[config.mk]
export PLATFORM = sky130hd
export DESIGN_NAME = mbox_requester
export DESIGN_NICKNAME = d
export VERILOG_FILES = /design/src/rtl/mbox_pkg.sv /design/src/rtl/mbox_packer.sv /design/src/rtl/mbox_poll_timer.sv /design/src/rtl/mbox_requester.sv
export SDC_FILE = /design/constraint.sdc
export NUM_CORES = 1
export LEC_CHECK = 0
export BUFFER_PORTS_ARGS = -buffer_cell sky130_fd_sc_hd__buf_2
export CAP_MARGIN = 20
export CORE_MARGIN = 1
export CORE_UTILIZATION = 45
export DETAILED_ROUTE_END_ITERATION = 8
export GPL_TIMING_DRIVEN = 1
export PLACE_DENSITY = 0.79
export SLEW_MARGIN = 10
export SYNTH_ARGS = -nofsm -noshare
export SYNTH_HDL_FRONTEND = slang
export SYNTH_SLANG_ARGS = --single-unit
[constraint.sdc]
create_clock -name clk -period 2.2 [get_ports clk]
set_input_delay 0.44 -clock clk [delete_from_list [all_inputs] [get_ports clk]]
set_output_delay 0.44 -clock clk [all_outputs]
set_load 0.02 [all_outputs]
[src/rtl/mbox_pkg.sv]
package mbox_pkg;
  localparam int DW_BITS  = 32;
  localparam int IMG_BITS = 256;
  localparam int LO_W     = 48;
  localparam int HI_W     = 4;
  localparam int NIB_POS  = 4 * LO_W;
  localparam int VEC_POS  = NIB_POS + 16;
  localparam int HDR_POS  = VEC_POS + 16;
  localparam int OWN_BIT  = 31;
  localparam int DIR_BIT  = 7;
  localparam int RST_BIT  = 24;
  localparam logic [2:0] HDR_IDX  = 3'd7;
  localparam logic [2:0] TYPE_EST = 3'd1;
  localparam logic [2:0] TYPE_DES = 3'd2;
  localparam logic [2:0] REQ_VER  = 3'd0;

  typedef enum logic [2:0] {
    RES_OK = 3'd0, RES_TIMEOUT = 3'd1, RES_PROTO = 3'd2,
    RES_OPFAIL = 3'd3, RES_BADARG = 3'd4
  } res_code_e;

  typedef enum logic [2:0] {
    ST_IDLE, ST_RD, ST_EVAL, ST_GAP, ST_WR, ST_DONE
  } req_state_e;

  function automatic logic [31:0] mk_req_hdr(input logic [2:0] typ, input logic rst);
    logic [31:0] h;
    h = '0;
    h[2:0] = typ;
    h[5:3] = REQ_VER;
    h[RST_BIT] = rst;
    return h;
  endfunction
endpackage

[src/rtl/mbox_packer.sv]
module mbox_packer import mbox_pkg::*; #(
  parameter int ADDR_W = 64,
  parameter int PG_SH  = 12
) (
  input  logic                   destroy,
  input  logic                   reset_fn,
  input  logic [3:0][ADDR_W-1:0] addrs,
  input  logic [31:0]            vec,
  output logic [IMG_BITS-1:0]    img,
  output logic                   args_ok
);
  logic [3:0][ADDR_W-1:0] frames;
  logic [3:0]             misal;

  for (genvar g = 0; g < 4; g++) begin : g_q
    assign frames[g] = addrs[g] >> PG_SH;
    assign misal[g]  = |addrs[g][PG_SH-1:0];
  end

  always_comb begin
    img = '0;
    for (int i = 0; i < 4; i++) begin
      img[LO_W*i +: LO_W] = frames[i][LO_W-1:0];
      img[NIB_POS + HI_W*i +: HI_W] = frames[i][LO_W +: HI_W];
    end
    img[VEC_POS +: 16] = vec[15:0];
    img[HDR_POS +: 32] = mk_req_hdr(destroy ? TYPE_DES : TYPE_EST, reset_fn);
  end

  assign args_ok = destroy || ((misal == 4'b0) && (vec[31:16] == 16'h0));
endmodule

[src/rtl/mbox_poll_timer.sv]
module mbox_poll_timer #(
  parameter int GAP_CYC   = 100000,
  parameter int MAX_TRIES = 20000
) (
  input  logic clk,
  input  logic rst_n,
  input  logic att_clr,
  input  logic att_inc,
  input  logic gap_load,
  input  logic gap_run,
  output logic att_last,
  output logic gap_zero
);
  localparam int AW = $clog2(MAX_TRIES + 1);
  localparam int GW = $clog2(GAP_CYC + 1);

  logic [AW-1:0] att_cnt;
  logic [GW-1:0] gap_cnt;

  always_ff @(posedge clk or negedge rst_n) begin
    if (!rst_n) begin
      att_cnt <= '0;
      gap_cnt <= '0;
    end else begin
      if (att_clr)      att_cnt <= '0;
      else if (att_inc) att_cnt <= att_cnt + 1'b1;
      if (gap_load)     gap_cnt <= GW'(GAP_CYC - 1);
      else if (gap_run && gap_cnt != '0) gap_cnt <= gap_cnt - 1'b1;
    end
  end

  assign att_last = (att_cnt == AW'(MAX_TRIES - 1));
  assign gap_zero = (gap_cnt == '0);

  AST_ATT_RANGE: assert property (@(posedge clk) disable iff (!rst_n)
    att_cnt < AW'(MAX_TRIES)) else $error("attempt count out of range");
endmodule

[src/rtl/mbox_requester.sv]
module mbox_requester import mbox_pkg::*; #(
  parameter int ADDR_W     = 64,
  parameter int PAGE_BYTES = 4096,
  parameter int POLL_GAP   = 100000,
  parameter int MAX_POLLS  = 20000
) (
  input  logic              clk,
  input  logic              rst_n,
  input  logic              cmd_valid,
  output logic              cmd_ready,
  input  logic              cmd_destroy,
  input  logic              cmd_reset_fn,
  input  logic [ADDR_W-1:0] evq_addr,
  input  logic [ADDR_W-1:0] cmpq_addr,
  input  logic [ADDR_W-1:0] rxq_addr,
  input  logic [ADDR_W-1:0] txq_addr,
  input  logic [31:0]       vec_idx,
  output logic              reg_rd_en,
  output logic              reg_wr_en,
  output logic [2:0]        reg_idx,
  output logic [31:0]       reg_wdata,
  input  logic [31:0]       reg_rdata,
  output logic              res_valid,
  output logic [2:0]        res_code
);
  localparam int PG_SH = $clog2(PAGE_BYTES);

  req_state_e            state;
  logic                  phase_post, op_des, rst_fn;
  logic [IMG_BITS-1:0]   image, img_next;
  logic [2:0]            wr_idx;
  res_code_e             code_q;
  logic                  args_ok;
  logic [3:0][ADDR_W-1:0] addrs;

  assign addrs = {txq_addr, rxq_addr, cmpq_addr, evq_addr};

  mbox_packer #(.ADDR_W(ADDR_W), .PG_SH(PG_SH)) u_pack (
    .destroy(cmd_destroy), .reset_fn(cmd_reset_fn), .addrs(addrs),
    .vec(vec_idx), .img(img_next), .args_ok(args_ok)
  );

  logic att_clr, att_inc, gap_load, gap_run, att_last, gap_zero;

  mbox_poll_timer #(.GAP_CYC(POLL_GAP), .MAX_TRIES(MAX_POLLS)) u_timer (
    .clk(clk), .rst_n(rst_n), .att_clr(att_clr), .att_inc(att_inc),
    .gap_load(gap_load), .gap_run(gap_run), .att_last(att_last), .gap_zero(gap_zero)
  );

  // evaluation of the dword-7 read
  logic       resp_ones, busy, hdr_bad, in_eval;
  logic [2:0] want_type;
  assign in_eval   = (state == ST_EVAL);
  assign resp_ones = rst_fn && phase_post && (reg_rdata == 32'hFFFF_FFFF);
  assign busy      = reg_rdata[OWN_BIT];
  assign want_type = op_des ? TYPE_DES : TYPE_EST;
  assign hdr_bad   = (reg_rdata[2:0] != want_type) || (reg_rdata[5:3] > REQ_VER)
                     || !reg_rdata[DIR_BIT];

  assign att_clr  = (state == ST_IDLE) || (state == ST_WR && wr_idx == HDR_IDX);
  assign att_inc  = in_eval && !resp_ones && busy && !att_last;
  assign gap_load = att_inc;
  assign gap_run  = (state == ST_GAP);

  always_ff @(posedge clk or negedge rst_n) begin
    if (!rst_n) begin
      state      <= ST_IDLE;
      phase_post <= 1'b0;
      op_des     <= 1'b0;
      rst_fn     <= 1'b0;
      image      <= '0;
      wr_idx     <= '0;
      code_q     <= RES_OK;
    end else begin
      case (state)
        ST_IDLE: if (cmd_valid) begin
          op_des     <= cmd_destroy;
          rst_fn     <= cmd_reset_fn;
          image      <= img_next;
          phase_post <= 1'b0;
          if (args_ok) state <= ST_RD;
          else begin
            code_q <= RES_BADARG;
            state  <= ST_DONE;
          end
        end
        ST_RD: state <= ST_EVAL;
        ST_EVAL: begin
          if (resp_ones) begin
            code_q <= RES_OK;
            state  <= ST_DONE;
          end else if (busy) begin
            if (att_last) begin
              code_q <= RES_TIMEOUT;
              state  <= ST_DONE;
            end else state <= ST_GAP;
          end else if (!phase_post) begin
            wr_idx <= op_des ? HDR_IDX : 3'd0;
            state  <= ST_WR;
          end else begin
            if (hdr_bad)                    code_q <= RES_PROTO;
            else if (reg_rdata[15:8] != 8'h0) code_q <= RES_OPFAIL;
            else                            code_q <= RES_OK;
            state <= ST_DONE;
          end
        end
        ST_GAP: if (gap_zero) state <= ST_RD;
        ST_WR: begin
          wr_idx <= wr_idx + 1'b1;
          if (wr_idx == HDR_IDX) begin
            phase_post <= 1'b1;
            state      <= ST_RD;
          end
        end
        ST_DONE: state <= ST_IDLE;
        default: state <= ST_IDLE;
      endcase
    end
  end

  assign cmd_ready = (state == ST_IDLE);
  assign reg_rd_en = (state == ST_RD);
  assign reg_wr_en = (state == ST_WR);
  assign reg_idx   = (state == ST_WR) ? wr_idx : HDR_IDX;
  assign reg_wdata = image[32*wr_idx +: 32];
  assign res_valid = (state == ST_DONE);
  assign res_code  = code_q;

  AST_RES_PULSE: assert property (@(posedge clk) disable iff (!rst_n)
    res_valid |=> !res_valid) else $error("result pulse too long");
  AST_WR_AFTER_FREE: assert property (@(posedge clk) disable iff (!rst_n)
    $rose(reg_wr_en) |-> !$past(reg_rdata[OWN_BIT])) else $error("write while owned");
  AST_WR_ASCEND: assert property (@(posedge clk) disable iff (!rst_n)
    (reg_wr_en && $past(reg_wr_en)) |-> (reg_idx == $past(reg_idx) + 3'd1))
    else $error("write order broken");
  AST_HDR_REQ: assert property (@(posedge clk) disable iff (!rst_n)
    (reg_wr_en && reg_idx == HDR_IDX) |-> (reg_wdata[OWN_BIT] == 1'b0 &&
      reg_wdata[DIR_BIT] == 1'b0 && reg_wdata[15:8] == 8'h0)) else $error("bad request header");
  AST_BADARG_NOIO: assert property (@(posedge clk) disable iff (!rst_n)
    (res_valid && res_code == RES_BADARG) |-> $past(cmd_ready))
    else $error("bad argument after bus activity");
endmodule

-- Word-level counts from Yosys, hierarchy flattened
Index checks and enable logic that the tools add are counted.
W data, S select, Z words.
- input bits: 325
- bits in registers: 272
- logic and storage cells: 100
- order comparisons: 1
- equal/unequal tests: 18
- muxes and demuxes: 33
- $add $sub $neg: 3
- reduce and logical (&&, ||, !) cells: 35
- shift operators: 1
- operators with widths (kind ; count):
    $shiftx A256 B9 Y32 ; 1
    $mux W3 ; 18
    $reduce_or A12 Y1 ; 4
    $mux W17 ; 2
    $eq A32 B32 Y1 const B ; 1
    $mux W15 ; 2
    $logic_not A17 Y1 ; 1
    $reduce_bool A17 Y1 ; 1
    $sub A17 B1 Y17 const B ; 1
    $logic_not A16 Y1 ; 1
    $add A15 B1 Y15 const B ; 1
    $eq A15 B15 Y1 const B ; 1
    $pmux W3 S5 ; 1
    $ne A2 B2 Y1 const B ; 6
    $pmux W3 S2 ; 2
    $reduce_bool A2 Y1 ; 5
    $eq A3 B3 Y1 const B ; 3
    $logic_and A1 B1 Y1 ; 8
    $mux W2 ; 4
    $ne A4 B4 Y1 const B ; 2
    $reduce_bool A8 Y1 ; 1
    $eq A3 B2 Y1 const B ; 2
    $reduce_and A3 Y1 ; 2
    $reduce_and A5 Y1 ; 1
    13 further kinds ; 20

-- Longest topological paths before layout
Gate-level depths: netlist (run 1).
- depth in word-level cells: 9
- mapped depth: 8

-- Hierarchy
Synthesis (run 1) repeated with hierarchy kept, for this count alone.
- cells, all modules: 1220
- area, all modules: 16029.1 um2
- modules (own cells, without submodules) (module ; area an instance (um2) ; sequential area each (um2) ; times used ; cells an instance):
    mbox_requester ; 12199.2 ; 6706.4 ; 1 ; 756
    mbox_packer ; 2069.5 ; 0.0 ; 1 ; 278
    mbox_poll_timer ; 1760.4 ; 800.8 ; 1 ; 186

-- Worst setup path after synthesis (run 1)
OpenSTA, ideal clock, no wires.
- path type: register to output
- from: reg wr_idx[0]
- to: out reg_wdata[11]
- stages on the path, launching flop included: 8
- arrival: 2126 ps
- setup slack: -366 ps
- path buffers: 4
- data required time: 1760 ps
- cells stage by stage: dfrtp_1 -> clkbuf_1 -> buf_1 -> nor2b_1 -> buf_2 -> buf_1 -> a21oi_1 -> a21oi_1
- word-level cells in the longest chain between the ends: 1
- RTL lines (item ; line ; RTL):
    start: declaration ; mbox_requester.sv:31 ; logic [2:0] wr_idx;
    start signal: assignment ; mbox_requester.sv:98 ; wr_idx <= op_des ? HDR_IDX : 3'd0;
    start signal: assignment ; mbox_requester.sv:109 ; wr_idx <= wr_idx + 1'b1;
    $shiftx A256 B9 Y32 ; mbox_requester.sv:125 ; assign reg_wdata = image[32*wr_idx +: 32];
    end: declaration ; mbox_requester.sv:21 ; output logic [31:0] reg_wdata,
No other way between the ends.

-- Final worst setup path (run 1)
- from: reg wr_idx[0]
- to: out reg_wdata[1]
The elaborated chain is that of the path after synthesis.

==> impl_metrics.yaml, run 1 <==
outcome:
  status: "finished, violations left"
  violations: "setup timing"
synth:
  synth_edf_count: 0
  async_reset_ff_share_pct: 100
  synth_flop_cell: "dfrtp_1"
  yosysWarnings: 0
  avgSynthCellArea_sq_um: 12.7
  synth.area.top_cells: "dfrtp_1 52%, mux2_2 20%, mux4_2 6.1%"
  synth_top_area_cell: "dfrtp_1"
  synth.distinct_cells: 48
  ys_seq_area_share_pct: 52.4
  syn_inst: 1014
  syn-cell-area_sq_um: 12800
  syn_nets: 1344
  synth.top_cell.area_share_pct: 52.4
  yosys_register_bits: 269
flow_run:
  cap_violations: 0
sta:
  fin_hold_ws_ps: 106
  fmax_ghz: 0.378
  rsz0062_at_grt: "true"
  hold_violations: 0
  fin_worst_skew_ps: 18.0
  tns_ps: -12280
  max_slew.worst_pin.slew_ps: 668
  fin_crit_ps: 2650
  period_share_pct: 120
  maxSlewViolCount: 0
  layout_setup_ws_ps: -446
  setup_viol: 33
  max-slew-margin-rel_pct: 55.5
finish:
  drive_above_1_share_pct: 55.6
  fin_area_sq_um: 17000
  layout.nets: 1744
  area_growth_pct: 32.6
floorplanning:
  die_area_sq_um: 29200
  start_util_pct: 46.0
  io_pins: 367
  fp.dieW_microns: 171
  die_y_microns: 171
  core_area_sq_um: 27900
  rows: 61
placed_design:
  place_area_sq_um: 15500
  gp_congestion: 0.905
  hpwl_microns: 26100
  pre_cts_slack_ps: 58.5
  port_buffers: 366
route:
  wl_per_cell_microns: 19.9
  first_pass_iters: 5
  viasPerCell: 5.55
  drt.antenna.violating_nets: 0
  via_count: 10200
  drtIter0Drc: 676
  drc: 0
  routed_wl_microns: 36400
global_route:
  gr-total-overflow: 0
  track_usage_pct: 24.4
  grt_max_degree: 80
  grt_pass1_wl_microns: 55200
  antenna_found_initial: 10
  first_global_vias: 10300
worst_setup_path:
  cp_data_arrival_time_ps: 2210
  critPathLaunchType: "register"
  reg2reg_depth: 5
  r2r-start: "u_timer.gap_cnt[8]$_DFFE_PN0P_"
  cp_max_fo: 7
  r2r-end: "u_timer.gap_cnt[12]$_DFFE_PN0P_"
  crit_required_ps: 1760
  worst_setup_path_end_kind: "output port"
  critPathKind: "reg2out"
  r2r_slack_ps: 40
  crit_end: "reg_wdata[1]"
  startpoint: "wr_idx[0]$_DFFE_PN0P_"
power_and_ir_drop:
  finalPower_uw: 25600
  p_leak_uw: 0.00764
  ir_drop_v: 0.000862
  p_per_area_nw_per_um2: 1500
clock_network:
  cts-htree-levels: 1
  clk_pin_slew_worst_paths_ps: 60
  clk_latency_ps: 560
  root_buffer: "clkbuf_16"
  clock_sinks: 269
  cts_made_buffers: 30
  clk_path_buf_depth: 3
  cts_tree: "yes"
worst_hold_path:
  hold_class: "in2reg"
per-stage QoR:
stage / cells / utilization, %
floorplan: 1014 / -
global placement: 1746 / 55.6
detailed placement: 1746 / 55.6
CTS: 1813 / 60.3
global route: 1823 / 61.0
finish: 1829 / 61.0
how the worst min path moves through the flow:
stage          depth (start not counted)                   start                      to
6_report                               2            evq_addr[57]   image[45]$_DFFE_PN0P_
3_3_place_gp                           1  image[112]$_DFFE_PN0P_  image[112]$_DFFE_PN0P_
2_1_floorplan                          0                   rst_n    image[0]$_DFFE_PN0P_
4_1_cts                                2            evq_addr[57]   image[45]$_DFFE_PN0P_
5_1_grt                                2            rxq_addr[51]  image[135]$_DFFE_PN0P_
3_5_place_dp                           1   image[93]$_DFFE_PN0P_   image[93]$_DFFE_PN0P_
cell usage after synthesis (all sizes together) (5+ instances only):
library cell	n
mux2	229
buf	38
mux2i	37
o21ai	9
nand3	14
o211ai	5
o31ai	12
nor4	27
inv	5
a31oi	6
nand4	22
nor2	81
mux4	35
and2	7
nor3	7
dfrtp	269
nand2	27
nor2b	5
clkbuf	30
or4	13
a21oi	79
nand2b	12
or3	8
ha	5
placed cells by master (no fill, tap or decap), types with 20 or more instances in the layout:
cell type	count
buf_2	344
dfrtp_1	264
mux2_2	228
a21oi_1	73
nor2_1	62
buf_4	58
mux2i_1	37
mux4_2	35
clkbuf_16	31
nor4_1	26
nand2_1	26
nand4_1	22
buf_12	20
sequential cells by signal, summed over array words and instances (netlist names):
name	flops
image	226
phase_post	1
res_code	3
rst_fn	1
state	3
u_timer.att_cnt	15
u_timer.gap_cnt	17
wr_idx	3
layer usage:
layer	global-route usage (%)	up-vias	share of wire, %
met4	10.3	2	3.9
met2	40.3	427	48
met5	0	-	0.036
met3	4.97	97	7.2
li1	-	4577	-
met1	31.3	5050	41
where the power goes:
group / switching (uW) / internal [uW] / total (uW) / leakage, uW
clock network: 2030 / 3250 / 5290 / 0.000517
logic: 5500 / 6170 / 11700 / 0.00393
registers: 1410 / 7270 / 8680 / 0.00319
total: 8950 / 16700 / 25600 / 0.00764
layout make-up:
cell class,instances,area [sq um]
diodes,14,35.0
clock buffers,48,938
well taps,378,473
clock inverters,7,126
fillers,2186,10900
flip-flops and latches,269,6740
multi-input cells,672,5950
inverters,5,18.8
repair buffers,436,2760
critical path, stage by stage (launching register included):
cell     delay (ps)
dfrtp_4         490
buf_12          150
buf_12          140
mux4_2          440
mux2_2          280
buf_6           140
cells by family after synthesis:
| group | after synthesis | share of synthesized area [%] |
|---|---|---|
| fa+ha+maj | 5 | 0.487 |
| buf+inv | 73 | 2.43 |
| compound gates | 125 | 5.71 |
| xor+xnor | 3 | 0.205 |
| mux | 301 | 29.1 |
| simple gates | 238 | 9.69 |
| flops | 269 | 52.4 |
what timing repair did:
| item | CTS | global route |
|---|---|---|
| resized for setup | 22 | 57 |
| setup buffers | 8 | 3 |
| hold buffers | 1 | 0 |
| pin swaps | 0 | 14 |
| setup endpoints to repair | 36 | 36 |
| endpoints found under the hold margin | 71 | 0 |
| gates cloned | 3 | 1 |
(Power assumes the default switching activity.)
==> inputs of run 2 (changes only) <==
CORE_UTILIZATION = 30   (was 45)
PLACE_DENSITY = 0.59   (was 0.79)
==> impl_metrics.yaml, run 2 (synthesis gave the netlist of run 1 again) <==
outcome:
  status: "finished, violations left"
  violations: "setup timing"
worst_setup_path:
  r2r-start: "u_timer.gap_cnt[8]$_DFFE_PN0P_"
  cp_max_fo: 6
  worst_setup_path_end_kind: "output port"
  reg2reg_depth: 5
  cp_data_arrival_time_ps: 2210
  critPathKind: "reg2out"
  crit_required_ps: 1760
  critPathLaunchType: "register"
  r2r-end: "u_timer.gap_cnt[12]$_DFFE_PN0P_"
  r2r_slack_ps: 50
worst_hold_path:
  worstHoldStart: "txq_addr[34]"
  hold_class: "in2reg"
  hold_end: "image[166]$_DFFE_PN0P_"
  hold_depth: 2
finish:
  drive_above_1_share_pct: 55.6
  multi_input_area_sq_um: 5950
  layout_common_cells: "350 x buf_2, 265 x dfrtp_1, 227 x mux2_2"
  layout.nets: 1757
  regArea_sq_um: 6740
  mostFrequentLayoutCell: "buf_2"
  fillerInstances: 4032
  area_growth_pct: 35.6
  fin_area_sq_um: 17400
  largest_reg_flops: 226
  top_regs: "image: 226 flops, u_timer.gap_cnt: 17 flops, u_timer.att_cnt: 15 flops"
  regMostFlops: "image"
clock_network:
  root_buffer: "clkbuf_16"
  cts-htree-levels: 2
  cts_made_buffers: 34
  clock_sinks: 269
  clk_path_buf_depth: 3
  clk_pin_slew_worst_paths_ps: 60
  clk_latency_ps: 540
  cts_tree: "yes"
floorplanning:
  fp.dieW_microns: 209
  io_pins: 367
  start_util_pct: 30.5
  die_area_sq_um: 43700
  rows: 75
  core_area_sq_um: 42100
  die_y_microns: 209
sta:
  rsz0062_at_grt: "true"
  hold_violations: 0
  fin_crit_ps: 2650
  setup_viol: 32
  max-slew-margin-rel_pct: 62.4
  layout_setup_ws_ps: -451
  maxSlewViolCount: 0
  period_share_pct: 120
  fmax_ghz: 0.377
  fin_worst_skew_ps: 12.6
  max_slew.worst_pin.slew_ps: 562
global_route:
  track_usage_pct: 17.4
  antenna_found_initial: 18
  grt_max_degree: 64
  grt_pass1_wl_microns: 58500
  first_global_vias: 10200
  gr-total-overflow: 0
placed_design:
  place_area_sq_um: 15800
  gp_congestion: 0.873
  hpwl_microns: 27900
  port_buffers: 366
route:
  via_count: 9931
  first_pass_iters: 7
  drt.antenna.violating_nets: 0
  drc: 0
  drtIter0Drc: 386
  viasPerCell: 4.97
  wl_per_cell_microns: 19.2
  routed_wl_microns: 38400
flow_run:
  cap_violations: 0
power_and_ir_drop:
  ir_drop_v: 0.000847
  p_leak_uw: 0.00773
  finalPower_uw: 26000
  p_per_area_nw_per_um2: 1490
## run 2: cell count changes in the layout (fill, tap and decap cells not counted), moves of 3 or more
cell / previous run / this run
clkbuf_8: 12 / 4
nor2_1: 62 / 65
clkinv_2: 1 / 4
diode_2: 14 / 11
clkbuf_16: 31 / 37
buf_2: 344 / 350
buf_12: 20 / 24
## run 2: worst max path at each step
stage	start	end
2_1_floorplan	wr_idx[0]$_DFFE_PN0P_	reg_wdata[12]
3_3_place_gp	wr_idx[0]$_DFFE_PN0P_	reg_wdata[11]
3_5_place_dp	u_timer.gap_cnt[7]$_DFFE_PN0P_	u_timer.gap_cnt[12]$_DFFE_PN0P_
4_1_cts	wr_idx[0]$_DFFE_PN0P_	reg_wdata[6]
5_1_grt	wr_idx[0]$_DFFE_PN0P_	reg_wdata[28]
6_report	wr_idx[0]$_DFFE_PN0P_	reg_wdata[0]
## run 2: area by class of cell
cell class	count	area share, %
clock buffer	47	5.52
tap	539	3.87
multi-input combinational	672	34.2
timing repair buffer	445	16.6
clock inverter	11	0.905
sequential	269	38.7
antenna	11	0.158
inverter	5	0.108
## run 2: what timing repair did
item	in CTS	in global routing
pin swaps	0	3
gates cloned	1	2
hold endpoints to repair	38	0
buffers inserted	14	6
hold buffers	1	0
setup endpoints to repair	35	46
resized for setup	26	40
## run 2: metal layers
layer,vias up,part of all wire (%),GRT usage [%]
met4,12,2.1,5.96
met1,4962,44,22.7
met2,279,47,27.7
met5,-,0.20,0
li1,4614,-,-
met3,64,6.4,4.91
## run 2: where the power goes
group	internal (uW)	switching (uW)
Combinational	6300	5450
Clock	3410	2210
Sequential	7270	1370
Total	17000	9040
## run 2: worst max-delay path: stages, from the launching register on
cell,delay [ps]
dfrtp_4,540
buf_12,170
buf_6,110
mux4_2,430
mux2_4,290
buf_6,130
## run 2: through the flow
| step | hold WS [ps] | setup TNS [ps] | setup slack (ps) | std cells | utilization, % |
|---|---|---|---|---|---|
| final | 124 | -12190 | -451 | 1999 | 41.3 |
| after global routing | 106 | -15020 | -507 | 1997 | 41.3 |
| after CTS | 95.5 | -13070 | -464 | 1980 | 40.7 |
| after detailed placement | 406 | 0 | 17.0 | 1906 | 37.5 |
| after global placement | 401 | 0 | 65.2 | 1906 | 37.5 |
| after floorplan | 144 | 0 | 6.55 | 1014 | - |
==> inputs of run 3 (changes only) <==
PLACE_DENSITY = 0.57   (was 0.59)
SYNTH_HIERARCHICAL = 1   (was not set)
==> impl_metrics.yaml, run 3 <==
outcome:
  status: "finished, violations left"
  violations: "setup timing"
placed_design:
  place_area_sq_um: 17400
  pre_cts_slack_ps: -230
  gp_congestion: 0.797
  hpwl_microns: 27100
  post-place-cells: 2061
  port_buffers: 366
worst_setup_path:
  critPathKind: "reg2out"
  worst_setup_path_end_kind: "output port"
  worst_path_max_delay_cell: "mux4_2"
  critPathLaunchType: "register"
  crit_required_ps: 1760
  path_common_cell: "buf_4"
  cp_data_arrival_time_ps: 2320
  crit_family: "multiplexers"
  crit_chain: "buf_4 -> buf_16 -> mux4_2 -> mux2_4 -> buf_4"
  cp.buffers_inverters: 3
  cp_max_fo: 7
  slowest_delay_ps: 560
finish:
  fin_area_sq_um: 19200
  largest_reg_flops: 256
  area_growth_pct: 19.5
  regMostFlops: "image"
  final_util_pct: 36.4
  top_regs: "image: 256 flops, u_timer/gap_cnt: 17 flops, u_timer/att_cnt: 15 flops"
  layout_common_cells: "344 x buf_2, 297 x dfrtp_1, 273 x mux2_2"
  layout.nets: 1756
  layout.cells.non_filler: 2148
  drive_above_1_share_pct: 62.0
  mostFrequentLayoutCell: "buf_2"
sta:
  setup_viol: 32
  maxSlewViolCount: 0
  fin_crit_ps: 2760
  rsz0062_at_grt: "true"
  fmax_ghz: 0.362
  tns_ps: -16230
  layout_setup_ws_ps: -563
  hold_violations: 0
  period_share_pct: 126
  fin_worst_skew_ps: 15.1
global_route:
  antenna_found_initial: 11
  first_global_vias: 10400
  gr-total-overflow: 0
  grt_max_degree: 54
  grt_pass1_wl_microns: 58000
  track_usage_pct: 13.7
power_and_ir_drop:
  p_per_area_nw_per_um2: 1490
  p_leak_uw: 0.00830
  ir_drop_v: 0.000662
synth:
  async_reset_ff_share_pct: 100
  synth.distinct_cells: 57
  yosysMostFrequentCell: "dfrtp_1"
  syn_inst: 1220
  avgSynthCellArea_sq_um: 13.1
  synth_top_area_cell: "dfrtp_1"
  yosys_register_bits: 300
  synth.top_cell.area_share_pct: 46.8
  synth.area.top_cells: "dfrtp_1 47%, mux2_2 21%, buf_4 13%"
  yosys-top-cells-count: "300 x dfrtp_1, 292 x mux2_2, 279 x buf_4"
  synth_edf_count: 0
  synth_flop_cell: "dfrtp_1"
  ys_seq_area_share_pct: 46.8
  syn-cell-area_sq_um: 16000
  yosysWarnings: 6
route:
  wl_per_cell_microns: 17.8
  routed_wl_microns: 38200
  drt.antenna.violating_nets: 0
  via_count: 9916
  first_pass_iters: 4
  viasPerCell: 4.62
  drc: 0
  drtIter0Drc: 423
floorplanning:
  rows: 84
  start_util_pct: 30.4
  die_area_sq_um: 54400
  io_pins: 367
  fp.dieW_microns: 233
  die_y_microns: 233
  core_area_sq_um: 52700
clock_network:
  clk_latency_ps: 540
  cts-htree-levels: 2
  cts_made_buffers: 37
  cts_tree: "yes"
  clk_path_buf_depth: 3
  root_buffer: "clkbuf_16"
  clk_pin_slew_worst_paths_ps: 60
  clock_sinks: 300
worst_hold_path:
  hold_class: "in2reg"
flow_run:
  cap_violations: 0
## run 3: cell count changes after synthesis, sizes merged, moves of 8 or more
cell	delta
clkbuf	-17
a21oi	-63
o31ai	-8
buf	+263
mux2	+63
dfrtp	+31
nand2	-12
mux4	+29
nor2	-48
inv	+8
o21ai	+8
mux2i	-35
## run 3: layout make-up
class | count | area (sq um)
well taps | 688 | 861
clock buffers | 52 | 1060
repair buffers | 454 | 2980
flip-flops and latches | 300 | 7520
clock inverters | 14 | 153
fillers | 5141 | 33500
inverters | 13 | 48.8
multi-input cells | 621 | 6510
diodes | 6 | 15.0
## run 3: repair_timing
item,in CTS,in global routing
gates resized for setup,43,54
buffers inserted,2,8
pin swaps,3,10
hold endpoints to repair,38,0
endpoints found under the setup margin,46,59
cloned,1,3
hold buffers,1,0
## run 3: power breakdown
group          switching, uW  internal (uW)
Sequential              1380           8140
Clock                   2430           3620
Combinational           5370           7620
Total                   9180          19400
## run 3: kinds of logic (layout without fill, tap and decap cells)
logic type,after synthesis,count (layout),synth area share (%)
flops,300,300,46.8
other cells,1,35,0.0234
simple gates,166,166,6.08
mux,358,358,29.6
xor+xnor,10,10,0.546
fa+ha+maj,4,4,0.312
compound gates,54,54,2.16
buf+inv,327,533,14.4
## run 3: per-layer routing
layer / track usage, % / wire (microns)
met1: 17.5 / 16200
met2: 22.2 / 18100
met4: 4.45 / 1010
met5: 0 / 56
met3: 4.06 / 2830
## run 3: worst paths after layout
check	depth (start not counted)	slack [ps]	to	startpoint
min	2	120	image[151]$_DFFE_PN0P_	txq_addr[19]
max reg2reg	11	40	u_timer/att_cnt[9]$_DFFE_PN0P_	u_timer/att_cnt[6]$_DFFE_PN0P_
min reg2reg	1	500	image[206]$_DFFE_PN0P_	image[206]$_DFFE_PN0P_
min in group asynchronous	2	440	image[129]$_DFFE_PN0P_	rst_n
max in group asynchronous	3	1100	image[147]$_DFFE_PN0P_	rst_n
max	5	-560	reg_wdata[28]	wr_idx[0]$_DFFE_PN0P_
## run 3: per-stage QoR
| step | hold WS, ps | power [uW] |
|---|---|---|
| floorplan | 144 | 17900 |
| global placement | 414 | 21100 |
| detailed placement | 415 | 21500 |
| CTS | 71.4 | 28400 |
| global route | 90.9 | 30400 |
| finish | 125 | 28600 |
